--- config.mk ---
export PLATFORM = sky130hd
export DESIGN_NAME = qdac_serial_if
export DESIGN_NICKNAME = d
export VERILOG_FILES = /design/src/rtl/qdac_pkg.sv /design/src/rtl/qdac_sync.sv /design/src/rtl/qdac_ctrl.sv /design/src/rtl/qdac_dp.sv /design/src/rtl/qdac_serial_if.sv
export SDC_FILE = /design/constraint.sdc
export NUM_CORES = 1
export LEC_CHECK = 0
export ABC_CLOCK_PERIOD_IN_PS = 2800
export BUFFER_PORTS_ARGS = -buffer_cell sky130_fd_sc_hd__buf_2
export CELL_PAD_IN_SITES_DETAIL_PLACEMENT = 0
export CELL_PAD_IN_SITES_GLOBAL_PLACEMENT = 1
export CORE_MARGIN = 3
export CORE_UTILIZATION = 33
export CTS_CLUSTER_DIAMETER = 40
export DETAILED_ROUTE_END_ITERATION = 8
export PLACE_DENSITY = 0.57
export SLEW_MARGIN = 40
export SYNTH_ARGS = -nofsm -noshare
export SYNTH_HDL_FRONTEND = slang
export SYNTH_SLANG_ARGS = --single-unit
export TNS_END_PERCENT = 10
--- constraint.sdc ---
create_clock -name clk -period 2.8 [get_ports clk]
set_input_delay 0.84 -clock clk [delete_from_list [all_inputs] [get_ports clk]]
set_output_delay 0.84 -clock clk [all_outputs]
set_load 0.05 [all_outputs]
--- src/rtl/qdac_pkg.sv ---
package qdac_pkg;
  localparam int ADDR_W = 2;

  typedef struct packed {
    logic shiftEn;
    logic shiftBit;
    logic commit;
    logic loadOpen;
  } ctrlStrb_t;
endpackage

--- src/rtl/qdac_sync.sv ---
module qdac_sync #(
  parameter int   STAGES  = 2,
  parameter logic RST_VAL = 1'b0
) (
  input  logic clk,
  input  logic rstN,
  input  logic din,
  output logic dout
);
  logic [STAGES-1:0] stg;

  always_ff @(posedge clk or negedge rstN) begin
    if (!rstN) stg <= {STAGES{RST_VAL}};
    else       stg <= {stg[STAGES-2:0], din};
  end

  assign dout = stg[STAGES-1];
endmodule

--- src/rtl/qdac_ctrl.sv ---
module qdac_ctrl
  import qdac_pkg::*;
#(
  parameter int SYNC_STAGES = 2
) (
  input  logic      clk,
  input  logic      rstN,
  input  logic      sclkIn,
  input  logic      csNIn,
  input  logic      sdiIn,
  input  logic      loadNIn,
  output ctrlStrb_t strb
);
  // lane order: 0 serial clock, 1 chip select, 2 data, 3 load strobe
  localparam int         N_LANES  = 4;
  localparam logic [3:0] RST_VALS = 4'b1010;

  logic [N_LANES-1:0] rawIn;
  logic [N_LANES-1:0] syncIn;
  logic               sclkPrev;
  logic               csPrev;

  assign rawIn = {loadNIn, sdiIn, csNIn, sclkIn};

  for (genvar g = 0; g < N_LANES; g++) begin : gLane
    qdac_sync #(.STAGES(SYNC_STAGES), .RST_VAL(RST_VALS[g])) uSync (
      .clk (clk),
      .rstN(rstN),
      .din (rawIn[g]),
      .dout(syncIn[g])
    );
  end

  always_ff @(posedge clk or negedge rstN) begin
    if (!rstN) begin
      sclkPrev <= 1'b0;
      csPrev   <= 1'b1;
    end else begin
      sclkPrev <= syncIn[0];
      csPrev   <= syncIn[1];
    end
  end

  always_comb begin
    strb.shiftEn  = syncIn[0] & ~sclkPrev & ~syncIn[1];
    strb.shiftBit = syncIn[2];
    strb.commit   = syncIn[1] & ~csPrev;
    strb.loadOpen = ~syncIn[3];
  end

  AST_COMMIT_NOT_REPEATED: assert property (@(posedge clk) disable iff (!rstN)
    strb.commit |=> !strb.commit);
endmodule

--- src/rtl/qdac_dp.sv ---
module qdac_dp
  import qdac_pkg::*;
#(
  parameter int DATA_W = 12
) (
  input  logic                     clk,
  input  logic                     rstN,
  input  ctrlStrb_t                strb,
  output logic [4*DATA_W-1:0]      dacCode,
  output logic [(1<<ADDR_W)-1:0]   shutdown
);
  localparam int NUM_CH = 1 << ADDR_W;
  localparam int WORD_W = DATA_W + ADDR_W + 2;
  localparam int SA_POS = WORD_W - 1;
  localparam int SD_POS = WORD_W - 2;
  localparam int AD_TOP = WORD_W - 3;

  logic [WORD_W-1:0] shiftReg;
  logic              saBit;
  logic              sdBit;
  logic [ADDR_W-1:0] addrSel;
  logic [DATA_W-1:0] wordData;
  logic [NUM_CH-1:0] sdFlag;
  logic [DATA_W-1:0] inReg  [NUM_CH];
  logic [DATA_W-1:0] dacReg [NUM_CH];

  // shift register is deliberately outside the reset
  always_ff @(posedge clk) begin
    if (strb.shiftEn) shiftReg <= {shiftReg[WORD_W-2:0], strb.shiftBit};
  end

  assign saBit    = shiftReg[SA_POS];
  assign sdBit    = shiftReg[SD_POS];
  assign addrSel  = shiftReg[AD_TOP -: ADDR_W];
  assign wordData = shiftReg[DATA_W-1:0];

  for (genvar ch = 0; ch < NUM_CH; ch++) begin : gCh
    logic hit;
    assign hit = (addrSel == ADDR_W'(ch));

    always_ff @(posedge clk or negedge rstN) begin
      if (!rstN)                                     inReg[ch] <= '0;
      else if (strb.commit && !saBit && !sdBit && hit) inReg[ch] <= wordData;
    end

    always_ff @(posedge clk or negedge rstN) begin
      if (!rstN)              dacReg[ch] <= '0;
      else if (strb.loadOpen) dacReg[ch] <= inReg[ch];
    end

    always_ff @(posedge clk or negedge rstN) begin
      if (!rstN) sdFlag[ch] <= 1'b0;
      else if (strb.commit) begin
        if (saBit)      sdFlag[ch] <= 1'b1;
        else if (hit)   sdFlag[ch] <= sdBit;
      end
    end

    assign dacCode[ch*DATA_W +: DATA_W] = dacReg[ch];

    AST_DAC_FOLLOWS: assert property (@(posedge clk) disable iff (!rstN)
      strb.loadOpen |=> (dacReg[ch] == $past(inReg[ch])));
    AST_DAC_HOLDS: assert property (@(posedge clk) disable iff (!rstN)
      !strb.loadOpen |=> $stable(dacReg[ch]));
  end

  assign shutdown = sdFlag;

  AST_SHIFT_IDLE: assert property (@(posedge clk) disable iff (!rstN)
    !strb.shiftEn |=> $stable(shiftReg));
  AST_ALL_OFF: assert property (@(posedge clk) disable iff (!rstN)
    (strb.commit && saBit) |=> (&sdFlag));
  AST_ONE_OFF: assert property (@(posedge clk) disable iff (!rstN)
    (strb.commit && !saBit && sdBit) |=> sdFlag[$past(addrSel)]);
  AST_WRITE_WAKES: assert property (@(posedge clk) disable iff (!rstN)
    (strb.commit && !saBit && !sdBit) |=> !sdFlag[$past(addrSel)]);
endmodule

--- src/rtl/qdac_serial_if.sv ---
module qdac_serial_if
  import qdac_pkg::*;
#(
  parameter int DATA_W      = 12,
  parameter int SYNC_STAGES = 2
) (
  input  logic                    clk,
  input  logic                    rstN,
  input  logic                    sclkIn,
  input  logic                    csNIn,
  input  logic                    sdiIn,
  input  logic                    loadNIn,
  output logic [4*DATA_W-1:0]     dacCode,
  output logic [3:0]              shutdown
);
  ctrlStrb_t strb;

  qdac_ctrl #(.SYNC_STAGES(SYNC_STAGES)) uCtrl (
    .clk    (clk),
    .rstN   (rstN),
    .sclkIn (sclkIn),
    .csNIn  (csNIn),
    .sdiIn  (sdiIn),
    .loadNIn(loadNIn),
    .strb   (strb)
  );

  qdac_dp #(.DATA_W(DATA_W)) uDp (
    .clk     (clk),
    .rstN    (rstN),
    .strb    (strb),
    .dacCode (dacCode),
    .shutdown(shutdown)
  );
endmodule

Word level (Yosys, flattened, before mapping):

Index checks and enable logic that the tools add are counted.

* register bits after elaboration: 126
* bits of input ports: 6
* logic and storage cells: 53

* eq/ne operators: 3
* mux-type cells: 8
* bitwise logic cells: 6
* reductions and logical operators: 17

Operators by type and width (number)
* two-way mux 1 bit: 8
* AND reduction 2 bit: 4
* nonzero test 2 bit: 4
* logical AND 1 bit: 6
* == test 2 bit (second input constant): 2
* bitwise AND 1 bit: 3
* NOT 1 bit: 3
* == test 2 x 1 -> 1 bit (second input constant): 1
* logical NOT 1 bit: 2
* logical NOT 2 bit: 1

Longest topological paths before layout:

Gate-level depths: netlist of run 1.

* depth in word-level cells: 5
* depth in mapped cells: 5
* gate-level depth less buffers: 3

Modules after synthesis:

Synthesis of run 1 repeated with hierarchy kept, for this count alone.

* cell total of the unflattened synthesis: 259
* area, all modules: 4707.0 um2

Modules (own cells, without submodules)
* qdac_dp: instances 1, cells each 245, area an instance 4418.0 um2, seq. area each 2982.9 um2
* qdac_sync at uCtrl.gLane[1].uSync ...: instances 2, cells each 2, area an instance 52.6 um2, seq. area each 52.6 um2
* qdac_sync at uCtrl.gLane[0].uSync ...: instances 2, cells each 2, area an instance 50.0 um2, seq. area each 50.0 um2
* qdac_ctrl: instances 1, cells each 6, area an instance 83.8 um2, seq. area each 51.3 um2

Least setup slack after synthesis of run 1:

Ideal clock, no wire load.

* kind: register -> register
* from: reg uCtrl.gLane[1].uSync.stg[1]
* to: reg uDp.shiftReg[0], enable pin
* arrival: 1.605 ns
* slack: 0.782 ns
* cell stages (with the launch flop): 2
* buffers on the path: 0
* period minus slack after synthesis: 2.018 ns
* cells stage by stage: dfstp_2 nor3b_1

RTL lines
* start: declaration: RTL line qdac_sync.sv:10 `logic [STAGES-1:0] stg;`
* start signal: assignment: RTL line qdac_sync.sv:13 `if (!rstN) stg <= {STAGES{RST_VAL}};`
* start signal: assignment: RTL line qdac_sync.sv:14 `else stg <= {stg[STAGES-2:0], din};`
* end signal: assignment: RTL line qdac_dp.sv:29 `if (strb.shiftEn) shiftReg <= {shiftReg[WORD_W-2:0], strb.shiftBit};`
* end: declaration: RTL line qdac_dp.sv:18 `logic [WORD_W-1:0] shiftReg;`

Final worst setup path of run 1:

* from: reg uDp.shiftReg[15]
* to: reg uDp.inReg[4] (netlist name)

* longest elaborated chain between the ends: 4

RTL lines
* logical NOT 1 bit: RTL line qdac_dp.sv:43 `else if (strb.commit && !saBit && !sdBit && hit) inReg[ch] <= wordData;`
* logical AND 1 bit (3 in a row): RTL line qdac_dp.sv:43
* end signal: indexed assignment: RTL line qdac_dp.sv:43
* end: declaration: RTL line qdac_dp.sv:24 `logic [DATA_W-1:0] inReg [NUM_CH];`

No other way between the ends.
A chain may end at the register's enable or synchronous reset.

==> results of run 1 <==
[flip-flops by register name, summed over array words and instances (netlist names)]
| register | count |
|---|---|
| uCtrl.csPrev | 1 |
| uCtrl.gLane.uSync.stg | 8 |
| uCtrl.sclkPrev | 1 |
| uDp.dacCode | 48 |
| uDp.inReg | 48 |
| uDp.shiftReg | 16 |
| uDp.shutdown | 4 |
[cell usage after synthesis (all sizes together)]
cell	count	area share, %
mux2	96	24
clkbuf	2	0.17
and3	1	0.14
o21a	6	1.0
a21o	1	0.19
dfstp	5	2.9
edfxtp	16	11
nor2	2	0.17
nor2b	3	0.42
nand2	3	0.25
a21oi	1	0.11
nor4b	1	0.53
buf	8	1.3
dfrtp	105	58
nor3b	1	0.17
[report_power, final]
part,total (mW),leakage (nW),switching [mW],internal (mW)
Combinational,0.574,0.840,0.396,0.177
Sequential,2.10,1.56,0.0882,2.01
Clock,2.19,0.295,0.726,1.46
Total,4.86,2.69,1.21,3.65
[how the worst min path moves through the flow]
stage | start | slack, ps | end | cells past startpoint
2_1_floorplan | uCtrl.gLane[0].uSync.stg[0] | 330 | uCtrl.gLane[0].uSync.stg[1] | 0
3_3_place_gp | uCtrl.gLane[2].uSync.stg[0] | 340 | uCtrl.gLane[2].uSync.stg[1] | 0
3_5_place_dp | uCtrl.gLane[0].uSync.stg[0] | 340 | uCtrl.gLane[0].uSync.stg[1] | 0
4_1_cts | uCtrl.gLane[2].uSync.stg[0] | 350 | uCtrl.gLane[2].uSync.stg[1] | 0
5_1_grt | uCtrl.gLane[3].uSync.stg[0] | 360 | uCtrl.gLane[3].uSync.stg[1] | 0
6_report | uCtrl.gLane[2].uSync.stg[0] | 350 | uCtrl.gLane[2].uSync.stg[1] | 0
[critical path, delay by kind of cell (launching register included)]
kind,cells,cell delay [ps]
mux,1,410
simple gates,2,1010
flops,1,480
[layer usage]
| layer | vias to the layer above | track usage, % | wire length [um] |
|---|---|---|---|
| li1 | 1044 | - | - |
| met1 | 1195 | 16.6 | 3990 |
| met2 | 49 | 18.5 | 3990 |
| met3 | 10 | 5.26 | 447 |
| met4 | 0 | 4.57 | 83 |
| met5 | - | 0 | 0 |
[area by class of cell]
| class | count | area share (%) |
|---|---|---|
| sequential | 126 | 57.6 |
| multi-input combinational | 115 | 21.7 |
| clock buffer | 24 | 8.57 |
| timing repair buffer | 63 | 6.14 |
| tap | 176 | 3.92 |
| clock inverter | 8 | 2.03 |
[stage by stage]
step	power [mW]	util (%)	std cells	hold slack, ps
after floorplan	2.54	-	251	331
after global placement	2.71	37.8	480	337
after detailed placement	2.71	37.8	480	342
after CTS	4.93	42.3	512	355
after global routing	5.07	42.3	512	360
final	4.86	42.3	512	353
[cell families after synthesis]
group | Yosys count
buffers and inverters | 10
flip-flops | 126
multiplexers | 96
AO/OA/AOI/OAI | 8
AND/OR/NAND/NOR | 11
==> results by group, run 1 <==
Critical path
  – Critical Path Source Type: flip-flop
  – FF-to-FF End: uDp.inReg[4]
  – Max stage delay on crit path: 640 ps
  – Crit-path max FO: 13
  – Req. time, crit path: between 3000 and 4000 ps
  – Crit Path Category: reg -> reg
  – Slowest CP cell: and3_1
  – Worst R2R Start: uDp.shiftReg[15]
  – Data arrival, critical path: between 2000 and 2500 ps
  – Reg-to-reg slack, setup: 780 ps
  – Worst path cell trace: nor4b_4 > and3_1 > mux2_2
  – Reg2Reg Depth: 3
  – Endpoint class of the critical path: flip-flop
  – CP Launch Point: uDp.shiftReg[15]
  – CP endpoint: uDp.inReg[4]

Yosys
  – Simple-Gate Fraction of Synth Area: under 10%
  – Synth Area in Compound Gates: between 1 and 1.5%
  – Syn_area_per_cell: roughly 18 um2
  – YS warnings: 0
  – Post-Synth Adder-Cell Area: 0%
  – Cells after Synth: roughly 250
  – Mux contribution to synthesized area: 23.9%
  – Syn Nets: between 200 and 300
  – Register area share after synthesis: a little under three quarters
  – Combinational family with the most area after synthesis: multiplexers
  – Xor/xnor share of the synthesized area: 0%
  – FF+latch count, synth: around 130
  – Post-synth cell types: 17
  – Mapped cell area: 4520 um2

GRT
  – Grt ovf: 0
  – Initial antenna violation count: 0
  – Vias in the first global route: 2491
  – Global-route wire length before repair: 13800 um
  – GRT Util Overall: ~13%
  – Largest net degree at the start of global routing: 45

Floorplan
  – Full die area: approximately 15000 um2
  – Initial Util: approximately 34%
  – Number of core rows: 42
  – Chip width: ~120 um
  – Core ar.: 13300 um2
  – Ports: 58
  – Chip height: between 100 and 150 um

Placed design
  – Final HPWL DP: ~5400 um
  – GP Congestion: 0.696
  – IO buf count: 57
  – Placed inst area: approximately 5000 um2
  – Place WS: approximately 800 ps

Cells and area
  – Layout cells sized above 1: 57.7%
  – Inserted Diodes: 0
  – Commonest non-fill, non-tap cell in the layout: dfrtp_1
  – Reg area: approximately 3200 um2
  – Nets: roughly 330
  – Multi-input gate area: about 1200 um2
  – Post-route design area: 5620 um2
  – Most frequent cells in the layout: dfrtp_1 (105), mux2_2 (96), buf_2 (56)
  – Area growth syn-to-layout: 24.4%
  – Fillers: about 1200

Route
  – Post-route ant nets: 0
  – WL/cell: about 17 um
  – Overall routed net length: about 8500 um
  – DRT iter0 DRCs: between 100 and 150
  – Vias post-DR: about 2300
  – DRC violations left: 0
  – First drt pass iteration count: 4
  – Vias per cell: around 4.5

Timing
  – Worst Max-Slew Pin Slew: ~740 ps
  – FMAX: 495 MHz
  – Tcrit/Tclk final: between 70 and 80%
  – Normalized max-slew margin: about half
  – Worst setup margin: 782 ps
  – Final Hold Viols: 0
  – Slew Limit Fails: 0
  – Final clock skew: ~8.2 ps
  – RSZ-0062 raised after global routing: no
  – Setup violators final: 0
  – Setup TNS Final: 0 ps
  – Final worst path period need: between 2000 and 2500 ps

Clocking
  – Num CTS Buffers: 17
  – Clock sinks: around 130
  – CTS tree: built
  – Post-CTS setup buffer count: 0
  – Hold_buf cts: 0
  – Worst skew pair latency: about 400 ps
  – Post-CTS resize count: 0
  – Clock root buffer master: clkbuf_16
  – Longest Clk Path Bufs: 2
  – Clk pin slew, worst setup/hold paths: about 50 ps
  – H-Tree Level Count: 4

Power and ir drop
  – VDD IR-drop max: between 0.5 and 0.6 mV
  – Power Density: between 800 and 900 nW/um2
  – P_leak: around 2.7 nW

Job
  – Max-cap violations: 0

Min path
  – Worst hold path class: reg -> reg

Status
  – Status: complete, no violations
No activity file was read; power rests on OpenSTA's default activity.
==> run 2, diff against run 1 <==
Settings changed: ABC_AREA set to 1, ABC_CLOCK_PERIOD_IN_PS 2800 to 1700, PLACE_DENSITY 0.57 to 0.61.
Clock period 2.8 ns to 1.7 ns, I/O delays scaled along.
==> run 2 against run 1 <==
  * Critical path depth is 2 lower
  * Hold slack worse by 160 ps
  * Die area is 4.5% higher
  * Synthesized area is 4.7% higher
  * Clock power is 50% higher
  * Synthesized cell count is 51% higher
  * Final area is 3.0% higher
  * Cell count is 25% higher
  * Global-route usage is 0.39 points higher
  * Largest power group is now registers
==> results by group, run 2 <==
Status
  – Status: complete, no violations

Route
  – DRC violations left: 0 (unchanged)
  – DRT iter0 DRCs: 153 (+49%)
  – First drt pass iteration count: 4 (unchanged)
  – Vias per cell: 4.55 (+1.4%)
  – WL/cell: 14.9 um (-10%)
  – Vias post-DR: 2917 (+27%)
  – Overall routed net length: 9570 um (+12%)
  – Post-route ant nets: 0 (unchanged)

Critical path
  – CP top delay family: flip-flops
  – Worst R2R Start: uCtrl.gLane[1].uSync.stg[1]
  – CP Buf/Inv Count: 1 (+1)
  – Req. time, crit path: 1190 ps (-1890 ps)
  – Reg2Reg Depth: 5 (+2)
  – Critical Path Source Type: flip-flop
  – Reg-to-reg slack, setup: 250 ps (-530 ps)
  – FF-to-FF End: uDp.inReg[13]
  – Crit Path Category: reg -> out
  – Endpoint class of the critical path: output port
  – Worst path cell trace: buf_2
  – Data arrival, critical path: 1040 ps (-1260 ps)
  – Crit-path max FO: 2 (-11)
  – Slowest CP cell: dfrtp_1
  – Max stage delay on crit path: 360 ps (-280 ps)

Min path
  – Endpoint, Worst Hold: uCtrl.gLane[3].uSync.stg[0]
  – Worst hold stages: 1 (+1)
  – Worst hold path class: in -> reg
  – Hold_sp: loadNIn

GRT
  – Largest net degree at the start of global routing: 49 (+8.9%)
  – GRT Util Overall: 12.9% (+0.39 points)
  – Vias in the first global route: 2974 (+19%)
  – Initial antenna violation count: 0 (unchanged)
  – Grt ovf: 0 (unchanged)
  – Global-route wire length before repair: 15900 um (+15%)

Yosys
  – Syn Nets: 386 (+50%)
  – Top post-synthesis cells by count: nand2_1 (115), dfrtp_1 (105), nand3_1 (51), mux2_1 (28), mux2_2 (20)
  – Leading area contributor after synthesis: dfrtp_1
  – Post-synth top area share: 55.5% (-2.6 points)
  – Syn_area_per_cell: 12.5 um2 (-31%)
  – Synth async-reset ratio: 87.3% (unchanged)
  – Register area share after synthesis: 68.5% (-3.2 points)
  – Commonest register cell after synthesis: dfrtp_1
  – Cells after Synth: 380 (+51%)
  – YS warnings: 0 (unchanged)
  – Top area cells in the synthesized netlist: dfrtp_1 (56%), edfxtp_1 (10%), nand2_1 (9.1%)
  – Post-synth cell types: 19 (+2)
  – Most frequent cell after synthesis: nand2_1
  – EDFF count, synth: 16 (unchanged)
  – FF+latch count, synth: 126 (unchanged)
  – Mapped cell area: 4730 um2 (+4.7%)

Timing
  – WHS: 194 ps (-158 ps)
  – Setup TNS Final: 0 ps (unchanged)
  – Setup violators final: 0 (unchanged)
  – FMAX: ~650 MHz
  – Final worst path period need: 1550 ps
  – Worst setup margin: 152 ps (-630 ps)
  – Normalized max-slew margin: 78.5% (+28 points)
  – RSZ-0062 raised after global routing: no
  – Final clock skew: 9.94 ps (+1.75 ps)
  – Worst Max-Slew Pin Slew: 322 ps (-418 ps)
  – Slew Limit Fails: 0 (unchanged)
  – Tcrit/Tclk final: ~91%
  – Final Hold Viols: 0 (unchanged)

Placed design
  – IO buf count: 57 (unchanged)
  – Final HPWL DP: 6200 um (+15%)
  – Placed cells: 608 (+27%)
  – Place WS: 232 ps (-546 ps)
  – GP Congestion: 0.712 (+2.3%)

Cells and area
  – Commonest non-fill, non-tap cell in the layout: nand2_1
  – Area growth syn-to-layout: 22.3%
  – Layout cells sized above 1: 29.3% (-28 points)
  – Most frequent cells in the layout: nand2_1 (115), dfrtp_1 (105), buf_2 (56)
  – Inserted Diodes: 0 (unchanged)
  – Fillers: 1350 (+11%)
  – Finished Layout Cells: 641 (+25%)
  – Nets: 454 (+38%)

Floorplan
  – Ports: 58 (unchanged)
  – Chip height: 126 um (+2.2%)
  – Chip width: 126 um (+2.2%)
  – Core ar.: 13900 um2 (+4.8%)
  – Initial Util: 34.0% (about the same)
  – Number of core rows: 43 (+2.4%)
  – Full die area: 15800 um2 (+4.5%)

Clocking
  – Clock sinks: 126 (unchanged)
  – Clock root buffer master: clkbuf_16
  – CTS tree: built
  – Clk pin slew, worst setup/hold paths: 50 ps (about the same)
  – Longest Clk Path Bufs: 2 (unchanged)
  – Post-CTS resize count: 0 (unchanged)
  – H-Tree Level Count: 4 (unchanged)
  – Worst skew pair latency: 410 ps (about the same)
  – Num CTS Buffers: 17 (unchanged)

Power and ir drop
  – Power Total: 7.71 mW (+59%)
  – P_leak: 2.96 nW (+9.8%)
  – Power Density: 1330 nW/um2 (+54%)
  – VDD IR-drop max: 0.527 mV (+5.1%)

Job
  – Max-cap violations: 0 (unchanged)
[run 2: cell type report]
cell class | instances | area [um2] | area share (%)
clock buffer | 19 | 443 | 7.65
clock inverter | 13 | 98.8 | 1.71
inverter | 7 | 26.3 | 0.454
multi-input combinational | 228 | 1330 | 23.0
sequential | 126 | 3240 | 56.0
tap | 180 | 225 | 3.89
timing repair buffer | 68 | 423 | 7.31
[run 2: power breakdown]
group	total, mW	switching, mW	leakage (nW)	internal [mW]
sequential	3.45	0.143	1.58	3.31
combinational	0.975	0.720	1.12	0.255
clock	3.28	1.27	0.263	2.02
total	7.71	2.13	2.96	5.58
[run 2: cells by family after synthesis]
family / synth area share (%)
multiplexers: 11.4
buffers and inverters: 3.38
AO/OA/AOI/OAI: 0.211
AND/OR/NAND/NOR: 16.5
flip-flops: 68.5
[run 2: what timing repair did]
action	4_1_cts	5_1_grt
setup buffers	0	0
endpoints found under the hold margin	14	0
hold buffers	1	0
endpoints found under the setup margin	0	0
[run 2: metal layers]
| layer | wire (um) | track usage, % |
|---|---|---|
| met1 | 4390 | 16.9 |
| met3 | 505 | 4.16 |
| met2 | 4520 | 19.6 |
| met4 | 163 | 6.06 |
| met5 | 0 | 0 |
[run 2: metrics by stage]
stage	utilization (%)	cell area, um2
after floorplan	-	4730
after global placement	37.6	5240
after detailed placement	37.6	5240
after CTS	41.5	5790
final	41.5	5790
after global routing	41.5	5790
[run 2: how the worst max path moves through the flow]
stage / startpoint / to / slack (ps) / cells past startpoint
floorplan: uCtrl.gLane[1].uSync.stg[1] / uDp.shiftReg[0] / 140 / 3
detailed placement: uCtrl.gLane[1].uSync.stg[1] / uDp.inReg[0] / 230 / 5
global route: uCtrl.gLane[1].uSync.stg[1] / uDp.inReg[45] / 80 / 5
global placement: uCtrl.gLane[1].uSync.stg[1] / uDp.inReg[8] / 270 / 5
CTS: uDp.shutdown[3] / shutdown[3] / 120 / 1
finish: uDp.shutdown[3] / shutdown[3] / 150 / 1
==> run 3, diff against run 2 <==
Settings changed: ABC_AREA 1 to 0, PLACE_DENSITY 0.61 to 0.59.
==> run 3 against run 2 <==
  * Clock skew shrank 4.6 ps
  * Final area fell by 2.3%
  * Cell count is 19% lower
  * Count of clock-buffer cells in the layout rose by 5
  * Global-route usage shrank 0.57 points
  * Die area shrank 4.3%
  * Hold slack worse by 110 ps
  * Sequential power is essentially flat
  * Utilization rose by 0.98 points
  * Critical endpoint is now uDp.inReg[6]
  * Combinational power down 1%
==> results by group, run 3 (synthesis gave the netlist of run 1 again) <==
Clocking
  – CTS tree: built
  – Hold_buf cts: 0 (-1)
  – H-Tree Level Count: 4 (unchanged)
  – Longest Clk Path Bufs: 2 (unchanged)
  – Post-CTS setup buffer count: 0 (unchanged)
  – Post-CTS resize count: 0 (unchanged)
  – Clk pin slew, worst setup/hold paths: 50 ps (about the same)
  – Clock sinks: 126 (unchanged)
  – Num CTS Buffers: 17 (unchanged)
  – Worst skew pair latency: 400 ps (about the same)
  – Clock root buffer master: clkbuf_16

Cells and area
  – Most frequent cells in the layout: dfrtp_1 (105), mux2_2 (96), buf_2 (56)
  – Multi-input gate area: 1220 um2 (-8.5%)
  – Nets: 335 (-26%)
  – Post-route design area: 5650 um2 (-2.3%)
  – Commonest non-fill, non-tap cell in the layout: dfrtp_1
  – Post-Route Utilization: 42.5% (+0.98 points)
  – Fillers: 1224 (-9.3%)
  – Layout cells sized above 1: 57.9% (+29 points)
  – Inserted Diodes: 0 (unchanged)
  – Reg area: 3240 um2 (unchanged)
  – Area growth syn-to-layout: 25.1%

Timing
  – WHS: 87.3 ps (-107 ps)
  – Slew Limit Fails: 0 (unchanged)
  – Final Hold Viols: 0 (unchanged)
  – Final clock skew: 5.35 ps (-4.59 ps)
  – RSZ-0062 raised after global routing: no
  – Setup violators final: 0 (unchanged)
  – FMAX: 614 MHz (-5.0%)
  – Setup TNS Final: 0 ps (unchanged)
  – Tcrit/Tclk final: 95.8% (+4.8 points)
  – Normalized max-slew margin: 75.1% (-3.5 points)
  – Worst Max-Slew Pin Slew: 374 ps (+52.1 ps)
  – Final worst path period need: 1630 ps (+81.0 ps)

Power and ir drop
  – Power Total: 7.69 mW (-0.26%)
  – Gate power share: 12.5% (about the same)
  – Clock power frac: 42.7% (about the same)
  – Switching Share: 25.8% (-1.9 points)
  – VDD IR-drop max: 0.587 mV (+11%)
  – Sequential Power Share: 44.8% (about the same)
  – Power Density: 1360 nW/um2 (+2.1%)
  – Cell Int Power: 5.71 mW (+2.3%)
  – P_leak: 2.70 nW (-8.6%)
  – P_sw: 1.98 mW (-6.9%)

Route
  – WL/cell: 16.1 um (+7.7%)
  – DRT iter0 DRCs: 97 (-37%)
  – Vias post-DR: 2317 (-21%)
  – DRC violations left: 0 (unchanged)
  – Vias per cell: 4.47 (-1.7%)
  – First drt pass iteration count: 4 (unchanged)
  – Post-route ant nets: 0 (unchanged)
  – Overall routed net length: 8330 um (-13%)

GRT
  – Vias in the first global route: 2490 (-16%)
  – Largest net degree at the start of global routing: 69 (+41%)
  – Initial antenna violation count: 0 (unchanged)
  – Grt ovf: 0 (unchanged)
  – GRT Util Overall: 12.3% (-0.57 points)
  – Global-route wire length before repair: 13700 um (-14%)

Critical path
  – Req. time, crit path: 1980 ps (+790 ps)
  – Crit-path max FO: 13 (+11)
  – Critical Path Source Type: flip-flop
  – Endpoint class of the critical path: flip-flop
  – Crit Path Category: reg -> reg
  – Data arrival, critical path: 1910 ps (+870 ps)

Floorplan
  – Full die area: 15100 um2 (-4.3%)
  – Chip width: 123 um (-2.2%)
  – Chip height: 123 um (-2.2%)
  – Ports: 58 (unchanged)
  – Core ar.: 13300 um2 (-4.6%)
  – Number of core rows: 42 (-2.3%)
  – Initial Util: 34.0% (about the same)

Placed design
  – Placed inst area: 5110 um2 (-2.5%)
  – Final HPWL DP: 5300 um (-15%)
  – IO buf count: 57 (unchanged)
  – GP Congestion: 0.743 (+4.4%)

Status
  – Status: complete, no violations

Job
  – Max-cap violations: 0 (unchanged)

Min path
  – Worst hold path class: in -> async
[run 3: cell count changes in the layout (fill, tap and decap cells not counted), moves of 3 or more]
cell	delta
nand2_1	-112
mux2_2	+76
nand3_1	-51
mux2_1	-28
o21a_1	+6
inv_2	-4
nand3_2	-4
clkbuf_1	+3
clkinv_2	-3
inv_1	-3
nor2_2	-3
nor2b_1	+3
[run 3: routing by layer]
layer | vias up | wire, um | track usage (%)
li1 | 1052 | - | -
met1 | 1204 | 4060 | 17.0
met2 | 54 | 3750 | 17.5
met3 | 7 | 437 | 4.53
met4 | 0 | 84 | 5.40
met5 | - | 0 | 0
[run 3: critical path, cell delays in order (launching register included)]
cell      delay [ps]
edfxtp_1         420
nor4b_4          350
and3_1           250
buf_12           150
mux2_2           340
[run 3: final timing paths]
check,startpoint,endpoint,slack (ps),cells past startpoint
setup reg to reg,uDp.shiftReg[15],uDp.inReg[6],70,4
min in group clk,loadNIn,uCtrl.gLane[3].uSync.stg[0],210,1
setup / recovery,uDp.shiftReg[15],uDp.inReg[6],70,4
hold reg to reg,uCtrl.gLane[2].uSync.stg[0],uCtrl.gLane[2].uSync.stg[1],350,0
max in group asynchronous,rstN,uCtrl.gLane[3].uSync.stg[0],1220,2
hold / removal,rstN,uDp.dacCode[13],90,2
[run 3: final cells by class]
class,instances,share of cell area [%]
sequential,126,57.3
multi-input combinational,115,21.6
clock buffer,24,8.52
timing repair buffer,69,7.57
tap,176,3.90
clock inverter,8,1.13
[run 3: through the flow]
stage / std cells / worst slack (ps)
global route: 518 / 3.54
floorplan: 251 / 33.5
finish: 518 / 70.9
global placement: 486 / 99.2
detailed placement: 486 / 56.5
CTS: 518 / 47.9
[run 3: power by group through the flow]
stage          Clock, mW  Combinational, mW  Sequential [mW]
3_3_place_gp           0              0.967             3.50
2_1_floorplan          0              0.250             3.93
4_1_cts             3.38              0.982             3.45
6_report            3.28              0.963             3.45
3_5_place_dp           0              0.978             3.50
5_1_grt             3.52               1.03             3.48
